### src/rtl/npc_pkg.sv
package npc_pkg;
   localparam int CLS_W = 4;

   typedef enum logic [CLS_W-1:0] {
      CL_SEQ      = 4'd0,
      CL_EQ       = 4'd1,
      CL_NE       = 4'd2,
      CL_LEZ      = 4'd3,
      CL_GTZ      = 4'd4,
      CL_LTZ      = 4'd5,
      CL_GEZ      = 4'd6,
      CL_LTZ_LINK = 4'd7,
      CL_GEZ_LINK = 4'd8,
      CL_JMP      = 4'd9,
      CL_JMP_LINK = 4'd10,
      CL_JREG     = 4'd11
   } ctrl_class_e;

   localparam logic [CLS_W-1:0] CL_LAST = 4'd11;
endpackage

### src/rtl/npc_target.sv
module npc_target #(
   parameter int XLEN        = 32,
   parameter int OFF_W       = 16,
   parameter int IDX_W       = 26,
   parameter int INSN_BYTES  = 4,
   parameter bit REGION_SEQ  = 1'b0
) (
   input  logic [XLEN-1:0]  pc,
   input  logic [OFF_W-1:0] off,
   input  logic [IDX_W-1:0] idx,
   output logic [XLEN-1:0]  seq_pc,
   output logic [XLEN-1:0]  br_pc,
   output logic [XLEN-1:0]  jmp_pc
);
   localparam int SH    = $clog2(INSN_BYTES);
   localparam int REG_W = XLEN - IDX_W - SH;
   localparam int EXT_W = XLEN - OFF_W - SH;

   if (INSN_BYTES < 2 || (1 << SH) != INSN_BYTES) begin : g_bad_bytes
      $error("INSN_BYTES must be a power of two of at least 2");
   end
   if (REG_W < 1) begin : g_bad_region
      $error("IDX_W leaves no region bits");
   end
   if (EXT_W < 1) begin : g_bad_off
      $error("OFF_W too wide for XLEN");
   end

   logic [XLEN-1:0] off_ext;
   logic [XLEN-1:0] region_src;

   assign seq_pc  = pc + XLEN'(INSN_BYTES);
   assign off_ext = {{EXT_W{off[OFF_W-1]}}, off, {SH{1'b0}}};
   assign br_pc   = seq_pc + off_ext;

   if (REGION_SEQ) begin : g_region_seq
      assign region_src = seq_pc;
   end else begin : g_region_cur
      assign region_src = pc;
   end

   assign jmp_pc = {region_src[XLEN-1 -: REG_W], idx, {SH{1'b0}}};
endmodule

### src/rtl/npc_cond.sv
module npc_cond #(
   parameter int XLEN = 32
) (
   input  logic                       clk,
   input  logic                       rst_n,
   input  logic [npc_pkg::CLS_W-1:0]  cls,
   input  logic [XLEN-1:0]            a,
   input  logic [XLEN-1:0]            b,
   output logic                       cond
);
   import npc_pkg::*;

   logic neg, zero;

   assign neg  = a[XLEN-1];
   assign zero = (a == '0);

   always_comb begin
      case (cls)
         CL_EQ:                    cond = (a == b);
         CL_NE:                    cond = (a != b);
         CL_LEZ:                   cond = neg | zero;
         CL_GTZ:                   cond = ~neg & ~zero;
         CL_LTZ, CL_LTZ_LINK:      cond = neg;
         CL_GEZ, CL_GEZ_LINK:      cond = ~neg;
         default:                  cond = 1'b0;
      endcase
   end

   // unequal operands never satisfy the equality test
   p_eq_false_r3: assert property (@(posedge clk) disable iff (!rst_n)
      (cls == CL_EQ && a != b) |-> !cond);
   // a negative operand never satisfies the greater-than-zero test
   p_gtz_neg_r4: assert property (@(posedge clk) disable iff (!rst_n)
      (cls == CL_GTZ && $signed(a) < 0) |-> !cond);
endmodule

### src/rtl/npc_select.sv
module npc_select #(
   parameter int XLEN = 32
) (
   input  logic                       clk,
   input  logic                       rst_n,
   input  logic [npc_pkg::CLS_W-1:0]  cls,
   input  logic                       cond,
   input  logic [XLEN-1:0]            seq_pc,
   input  logic [XLEN-1:0]            br_pc,
   input  logic [XLEN-1:0]            jmp_pc,
   input  logic [XLEN-1:0]            reg_pc,
   output logic [XLEN-1:0]            nxt_pc,
   output logic                       nxt_redirect,
   output logic                       nxt_link_we,
   output logic [XLEN-1:0]            nxt_link_val
);
   import npc_pkg::*;

   always_comb begin
      nxt_pc       = seq_pc;
      nxt_redirect = 1'b0;
      nxt_link_we  = 1'b0;
      case (cls)
         CL_EQ, CL_NE, CL_LEZ, CL_GTZ, CL_LTZ, CL_GEZ: begin
            nxt_redirect = cond;
            nxt_pc       = cond ? br_pc : seq_pc;
         end
         CL_LTZ_LINK, CL_GEZ_LINK: begin
            nxt_redirect = cond;
            nxt_pc       = cond ? br_pc : seq_pc;
            nxt_link_we  = 1'b1;
         end
         CL_JMP: begin
            nxt_redirect = 1'b1;
            nxt_pc       = jmp_pc;
         end
         CL_JMP_LINK: begin
            nxt_redirect = 1'b1;
            nxt_pc       = jmp_pc;
            nxt_link_we  = 1'b1;
         end
         CL_JREG: begin
            nxt_redirect = 1'b1;
            nxt_pc       = reg_pc;
         end
         default: ;
      endcase
      nxt_link_val = nxt_link_we ? seq_pc : '0;
   end

   // staying on the straight-line path means the sequential address
   p_seq_path_r2: assert property (@(posedge clk) disable iff (!rst_n)
      !nxt_redirect |-> nxt_pc == seq_pc);
   // the return address is always the sequential address
   p_link_ret_r7: assert property (@(posedge clk) disable iff (!rst_n)
      nxt_link_we |-> nxt_link_val == seq_pc);
   // the indirect jump follows the register target
   p_jreg_target_r8: assert property (@(posedge clk) disable iff (!rst_n)
      (cls == CL_JREG) |-> (nxt_pc == reg_pc && nxt_redirect && !nxt_link_we));
   // unknown classes neither redirect nor link
   p_unknown_idle_r9: assert property (@(posedge clk) disable iff (!rst_n)
      (cls > CL_LAST) |-> (!nxt_redirect && !nxt_link_we));
endmodule

### src/rtl/npc_unit.sv
module npc_unit #(
   parameter int          XLEN       = 32,
   parameter int          OFF_W      = 16,
   parameter int          IDX_W      = 26,
   parameter int          INSN_BYTES = 4,
   parameter bit          REGION_SEQ = 1'b0,
   parameter bit          REG_OUT    = 1'b1,
   parameter logic [31:0] RESET_PC   = 32'h0
) (
   input  logic                      clk,
   input  logic                      rst_n,
   input  logic [XLEN-1:0]           cur_pc,
   input  logic [XLEN-1:0]           opnd_a,
   input  logic [XLEN-1:0]           opnd_b,
   input  logic [OFF_W-1:0]          br_offset,
   input  logic [IDX_W-1:0]          jmp_index,
   input  logic [XLEN-1:0]           reg_target,
   input  logic [npc_pkg::CLS_W-1:0] ctrl_class,
   output logic [XLEN-1:0]           next_pc,
   output logic                      redirect,
   output logic                      link_we,
   output logic [XLEN-1:0]           link_val
);
   logic [XLEN-1:0] seq_pc, br_pc, jmp_pc;
   logic            cond;
   logic [XLEN-1:0] nxt_pc, nxt_link_val;
   logic            nxt_redirect, nxt_link_we;

   npc_target #(
      .XLEN(XLEN), .OFF_W(OFF_W), .IDX_W(IDX_W),
      .INSN_BYTES(INSN_BYTES), .REGION_SEQ(REGION_SEQ)
   ) i_target (
      .pc(cur_pc), .off(br_offset), .idx(jmp_index),
      .seq_pc(seq_pc), .br_pc(br_pc), .jmp_pc(jmp_pc)
   );

   npc_cond #(.XLEN(XLEN)) i_cond (
      .clk(clk), .rst_n(rst_n), .cls(ctrl_class),
      .a(opnd_a), .b(opnd_b), .cond(cond)
   );

   npc_select #(.XLEN(XLEN)) i_select (
      .clk(clk), .rst_n(rst_n), .cls(ctrl_class), .cond(cond),
      .seq_pc(seq_pc), .br_pc(br_pc), .jmp_pc(jmp_pc), .reg_pc(reg_target),
      .nxt_pc(nxt_pc), .nxt_redirect(nxt_redirect),
      .nxt_link_we(nxt_link_we), .nxt_link_val(nxt_link_val)
   );

   if (REG_OUT) begin : g_reg_out
      always_ff @(posedge clk) begin
         if (!rst_n) begin
            next_pc  <= XLEN'(RESET_PC);
            redirect <= 1'b0;
            link_we  <= 1'b0;
            link_val <= '0;
         end else begin
            next_pc  <= nxt_pc;
            redirect <= nxt_redirect;
            link_we  <= nxt_link_we;
            link_val <= nxt_link_val;
         end
      end

      // reset holds the outputs at their idle values
      p_reset_idle_r1: assert property (@(posedge clk)
         !rst_n |=> (next_pc == XLEN'(RESET_PC) && !redirect && !link_we));
   end else begin : g_comb_out
      assign next_pc  = rst_n ? nxt_pc       : XLEN'(RESET_PC);
      assign redirect = rst_n & nxt_redirect;
      assign link_we  = rst_n & nxt_link_we;
      assign link_val = rst_n ? nxt_link_val : '0;
   end

   // a branch that is not taken lands on the sequential address
   p_branch_fall_r5: assert property (@(posedge clk) disable iff (!rst_n)
      (ctrl_class >= 4'd1 && ctrl_class <= 4'd8 && !cond) |-> nxt_pc == seq_pc);
endmodule

### config.mk
export PLATFORM = sky130hd
export DESIGN_NAME = npc_unit
export DESIGN_NICKNAME = d
export VERILOG_FILES = /design/src/rtl/npc_pkg.sv /design/src/rtl/npc_target.sv /design/src/rtl/npc_cond.sv /design/src/rtl/npc_select.sv /design/src/rtl/npc_unit.sv
export SDC_FILE = /design/constraint.sdc
export NUM_CORES = 1
export LEC_CHECK = 0
export ABC_AREA = 0
export BUFFER_PORTS_ARGS = -buffer_cell sky130_fd_sc_hd__buf_2
export CORE_UTILIZATION = 30
export DETAILED_ROUTE_END_ITERATION = 7
export HOLD_SLACK_MARGIN = 0.15
export SKIP_CTS_REPAIR_TIMING = 1
export SLEW_MARGIN = 20
export SYNTH_ARGS = -nofsm -noshare
export SYNTH_HDL_FRONTEND = slang
export SYNTH_SLANG_ARGS = --single-unit
### constraint.sdc
create_clock -name clk -period 3.4 [get_ports clk]
set_input_delay 0.34 -clock clk [delete_from_list [all_inputs] [get_ports clk]]
set_output_delay 0.34 -clock clk [all_outputs]
set_load 0.05 [all_outputs]
# After elaboration in Yosys (flattened, before gate mapping)
# Cells that the tools add are included.
# classes
n_addsub	2
eq_ne	13
muxes	5
bitwise_logic	4
reduce_logical	8
# op_table
op	n
$pmux W32 S3	1
$add A32 B3 Y32 const B	1
$add A32 B32 Y32	1
$eq A32 B32 Y1	1
$logic_not A32 Y1	1
$mux W32	1
$ne A32 B32 Y1	1
$eq A4 B3 Y1 const B	4
$eq A4 B4 Y1 const B	4
$eq A4 B2 Y1 const B	2
$reduce_or A8 Y1	1
$pmux W1 S6	1
$reduce_or A2 Y1	3
$reduce_or A3 Y1	2
$eq A4 B1 Y1 const B	1
$not A1 Y1	2
$pmux W1 S2	1
$reduce_and A2 Y1	1
$and A1 B1 Y1	1
$mux W1	1
$or A1 B1 Y1	1
# word_totals
ff_bits	66

# Logic depth before layout (Yosys ltp)
# logic_depth
ltp_word	6
mapped_depth	17
mapped_depth_nobuf	16

# By module
# From an unflattened synthesis, not the netlist that was laid out.
# hier_totals
hier_cells	784
hier_area_um2	6431.2
# by_module_without_submodules
module	instances	cells_per_inst	area_each_um2	seq_area_each_um2
npc_target	1	372	2595.0	0.0
npc_unit	1	139	1800.5	1321.3
npc_select	1	205	1517.7	0.0
npc_cond	1	68	518.0	0.0

# Least setup slack after synthesis
# OpenSTA, ideal clock, no wires.
# synth_path
path_type	input port to flip-flop
start	input port cur_pc[2]
end	register next_pc[31]
setup_ns	0.095
t_arrival_ns	3.167
required_time_ns	3.305
path_slack_ns	0.138
cell_stages	15
path_buffers	0
cell_sequence	ha_1 nand4_1 nor2_1 and3_1 nand4_1 xor2_1 inv_1 ha_1 a21oi_1 o21ai_0 a31o_2 o41ai_4 o41ai_2 xnor2_1 a221oi_1
# synth_via
elab_chain_cells	4
# synth_lines
element	line	source
start, declared	npc_unit.sv:12	input logic [XLEN-1:0] cur_pc,
$add A32 B3 Y32	npc_target.sv:32	assign seq_pc = pc + XLEN'(INSN_BYTES);
named net i_select.seq_pc[20]	npc_select.sv:8	input logic [XLEN-1:0] seq_pc,
$add A32 B32 Y32	npc_target.sv:34	assign br_pc = seq_pc + off_ext;
$mux W32	npc_select.sv:26, npc_select.sv:30	
$pmux W32 S3	npc_select.sv:23	case (cls)
end signal, assigned	npc_unit.sv:52	next_pc <= XLEN'(RESET_PC);
end signal, assigned	npc_unit.sv:57	next_pc <= nxt_pc;
end, declared	npc_unit.sv:19	output logic [XLEN-1:0] next_pc,
# The timed path passes the listed nets, and every way through them passes these cells.
# A chain may end at the register's enable or synchronous reset.

# Worst setup path after layout
# layout_path
start	input port cur_pc[3]
end	register next_pc[27]
# Same word-level chain as after synthesis.

==> flow_metrics.tcl <==
set metrics [dict create \
    grt_pass1_wl_um 30300 \
    finalCritPeriodShare 0.952 \
    worst_slew_pin_slew_ns 1.14 \
    synth_cells 650 \
    hold_viol 0 \
    fin_nets 1214 \
    drt_first_iter_violations 288 \
    slowest_stage "o41ai_4" \
    htreeDepth 3 \
    cp_num_buf_inv 5 \
    pwr-share-comb 0.384 \
    dr.pass1.iters 6 \
    power_density_nw_per_um2 384 \
    ys_seq_elements 66 \
    synthFlopType "dfxtp_1" \
    grt_max_degree 28 \
    io_buffers 241 \
    p_switching_uw 1090 \
    setup_violations 0 \
    synth_edf_count 0 \
    maxSlewHeadroom 0.237 \
    die_w_um 134 \
    clockBufferDepth 2 \
    cts_tree "built" \
    power_frac_seq 0.276 \
    p_leak_uw 0.00391 \
    hold_path_depth 2 \
    maxCapViolCount 0 \
    avgSynthCellArea_um2 8.07 \
    diodes 0 \
    grt_pass1_vias 5978 \
    whs_ns 0.243 \
    outcome "finished, final reports clean" \
    hp-class "primary input to flop" \
    slowest_delay_ns 0.47 \
    initial_core_util 0.312 \
    fp-row-count 47 \
    instances_no_fill 1228 \
    slew_violations 0 \
    synth_top_area_cell "dfxtp_1" \
    yosys_warnings 0 \
    syn2layout_area_growth_pct 51.7 \
    fmax_ghz 0.309 \
    vias 6105 \
    cts.sinks 66 \
    synthTopCellsByCount "dfxtp_1 (66), nor2_1 (63), xor2_1 (50)" \
    dpl_cell_area_um2 7570 \
    finalPower_uw 3060 \
    ios 242 \
    cp.depth 19 \
    cts.root.buffer_cell "clkbuf_16" \
    crit_path_start_kind "primary input" \
    switching_share 0.357 \
    synthesis.nets 861 \
    min_period_ns 3.24 \
    cts-buffers-inserted 9 \
    synthArstFlopShare 0 \
    final_area_um2 7960 \
    crit_chain "buf_2 -> ha_1 -> nand4_1 -> nor2_1 -> buf_4 -> nand3_1 -> xor2_1 -> inv_1 -> ha_1 -> buf_4 -> o21a_1 -> o21a_1 -> o21ai_2 -> a41oi_2 -> o41ai_4 -> buf_4 -> mux2i_1 -> o211ai_1 -> o211ai_1" \
    cp.required_ns 3.67 \
    synth.most_common_cell "dfxtp_1" \
    routed_via_density 4.97 \
    end_kind "flop" \
    core_area_um2 16800 \
    power_frac_clock 0.340 \
    route.detailed.drc 0 \
    final_antenna_net_count 0 \
    path_clk_slew_ns 0.06 \
    arrival_ns 3.51 \
    gp_congestion 0.882 \
    dp.cells 1210 \
    synth_top_area_share 0.252 \
    yosysSeqAreaShare 0.252 \
    routed_wl_um 20000 \
    hpwl_um 16300 \
    synth_area_leaders "dfxtp_1 (25%), xor2_1 (8.3%), ha_1 (8.1%)" \
    worstPathMaxFanout 4 \
    antenna_found_initial 0 \
    yosysUniqueCellTypes 64 \
    syn_area_um2 5250 \
    grt_use_total 0.219 \
    path_delay_family "compound AO/OA/AOI/OAI gates" \
    layout-drive-gt1-share 0.413 \
    path_common_cell "buf_4" \
    ir_worst_vdd_mv 0.226 \
    wl_per_cell_um 16.3 \
    gr-total-overflow 0 \
    dieArea_um2 18000 \
    die_h_um 134 \
    p_int_uw 1970 \
    critical_path_class "primary input to flop" \
]
area by class of cell:
type	instances	area (µm²)
Sequential cell	66	1320
Clock buffer	9	225
Tap cell	220	275
Inverter	36	135
Clock inverter	7	101
Multi-Input combinational cell	521	3730
Fill cell	1691	8860
Timing Repair Buffer	369	2170
flip-flops by register name (all words and copies together), names as in the netlist:
register and count:
link_we 1, next_pc 32, link_val 32, redirect 1
metrics by stage:
| step | setup TNS [ns] | setup slack (ns) | util |
|---|---|---|---|
| 2_1_floorplan | 0 | 0.138 | - |
| 3_3_place_gp | -0.567 | -0.132 | 0.450 |
| 3_5_place_dp | -1.01 | -0.217 | 0.450 |
| 4_1_cts | 0 | 0.136 | 0.469 |
| 5_1_grt | -0.0211 | -0.0211 | 0.473 |
| 6_report | 0 | 0.163 | 0.473 |
power by group through the flow:
stage	registers, µW	clock network [µW]	logic, µW
after CTS	844	1070	1160
after detailed placement	860	0	1160
after global placement	859	0	1150
final	844	1040	1170
after floorplan	1050	0	487
after global routing	848	1100	1270
routing by layer:
metal | track usage | part of all wire
met5 | 0 | 0
met4 | 0.0612 | 0.014
met3 | 0.0506 | 0.071
met2 | 0.388 | 0.48
met1 | 0.261 | 0.44
final timing paths:
| path | startpoint | endpoint | slack [ns] |
|---|---|---|---|
| max | cur_pc[3] | next_pc[27] | 0.16 |
| min | cur_pc[1] | link_val[1] | 0.24 |
cells in the final DEF (no fill, tap or decap), types with 5 or more instances in the layout:
master     instances
buf_2            241
a21oi_1           36
nor3_1             6
buf_4            128
a222oi_1           6
o21ai_0           14
clkbuf_16          9
nand3_1           17
o21a_1             7
nand4_1           13
and3_1            11
nand2_1           44
a22o_1             5
xnor2_1           34
dfxtp_1           66
mux2i_1           11
o221ai_1           5
o22ai_1            6
nor2_1            61
or3_1             13
inv_1             36
nand2b_1           8
a22oi_1           18
xor2_1            50
a21o_1            12
nor4_1            18
ha_1              32
o211ai_1          11
a31oi_1           15
cells by family after synthesis:
| family | share of synthesized area |
|---|---|
| simple gates | 0.215 |
| compound gates | 0.230 |
| buf+inv | 0.0487 |
| mux | 0.0253 |
| fa+ha+maj | 0.0849 |
| xor+xnor | 0.145 |
| flops | 0.252 |
No activity file was read; power rests on OpenSTA's default activity.
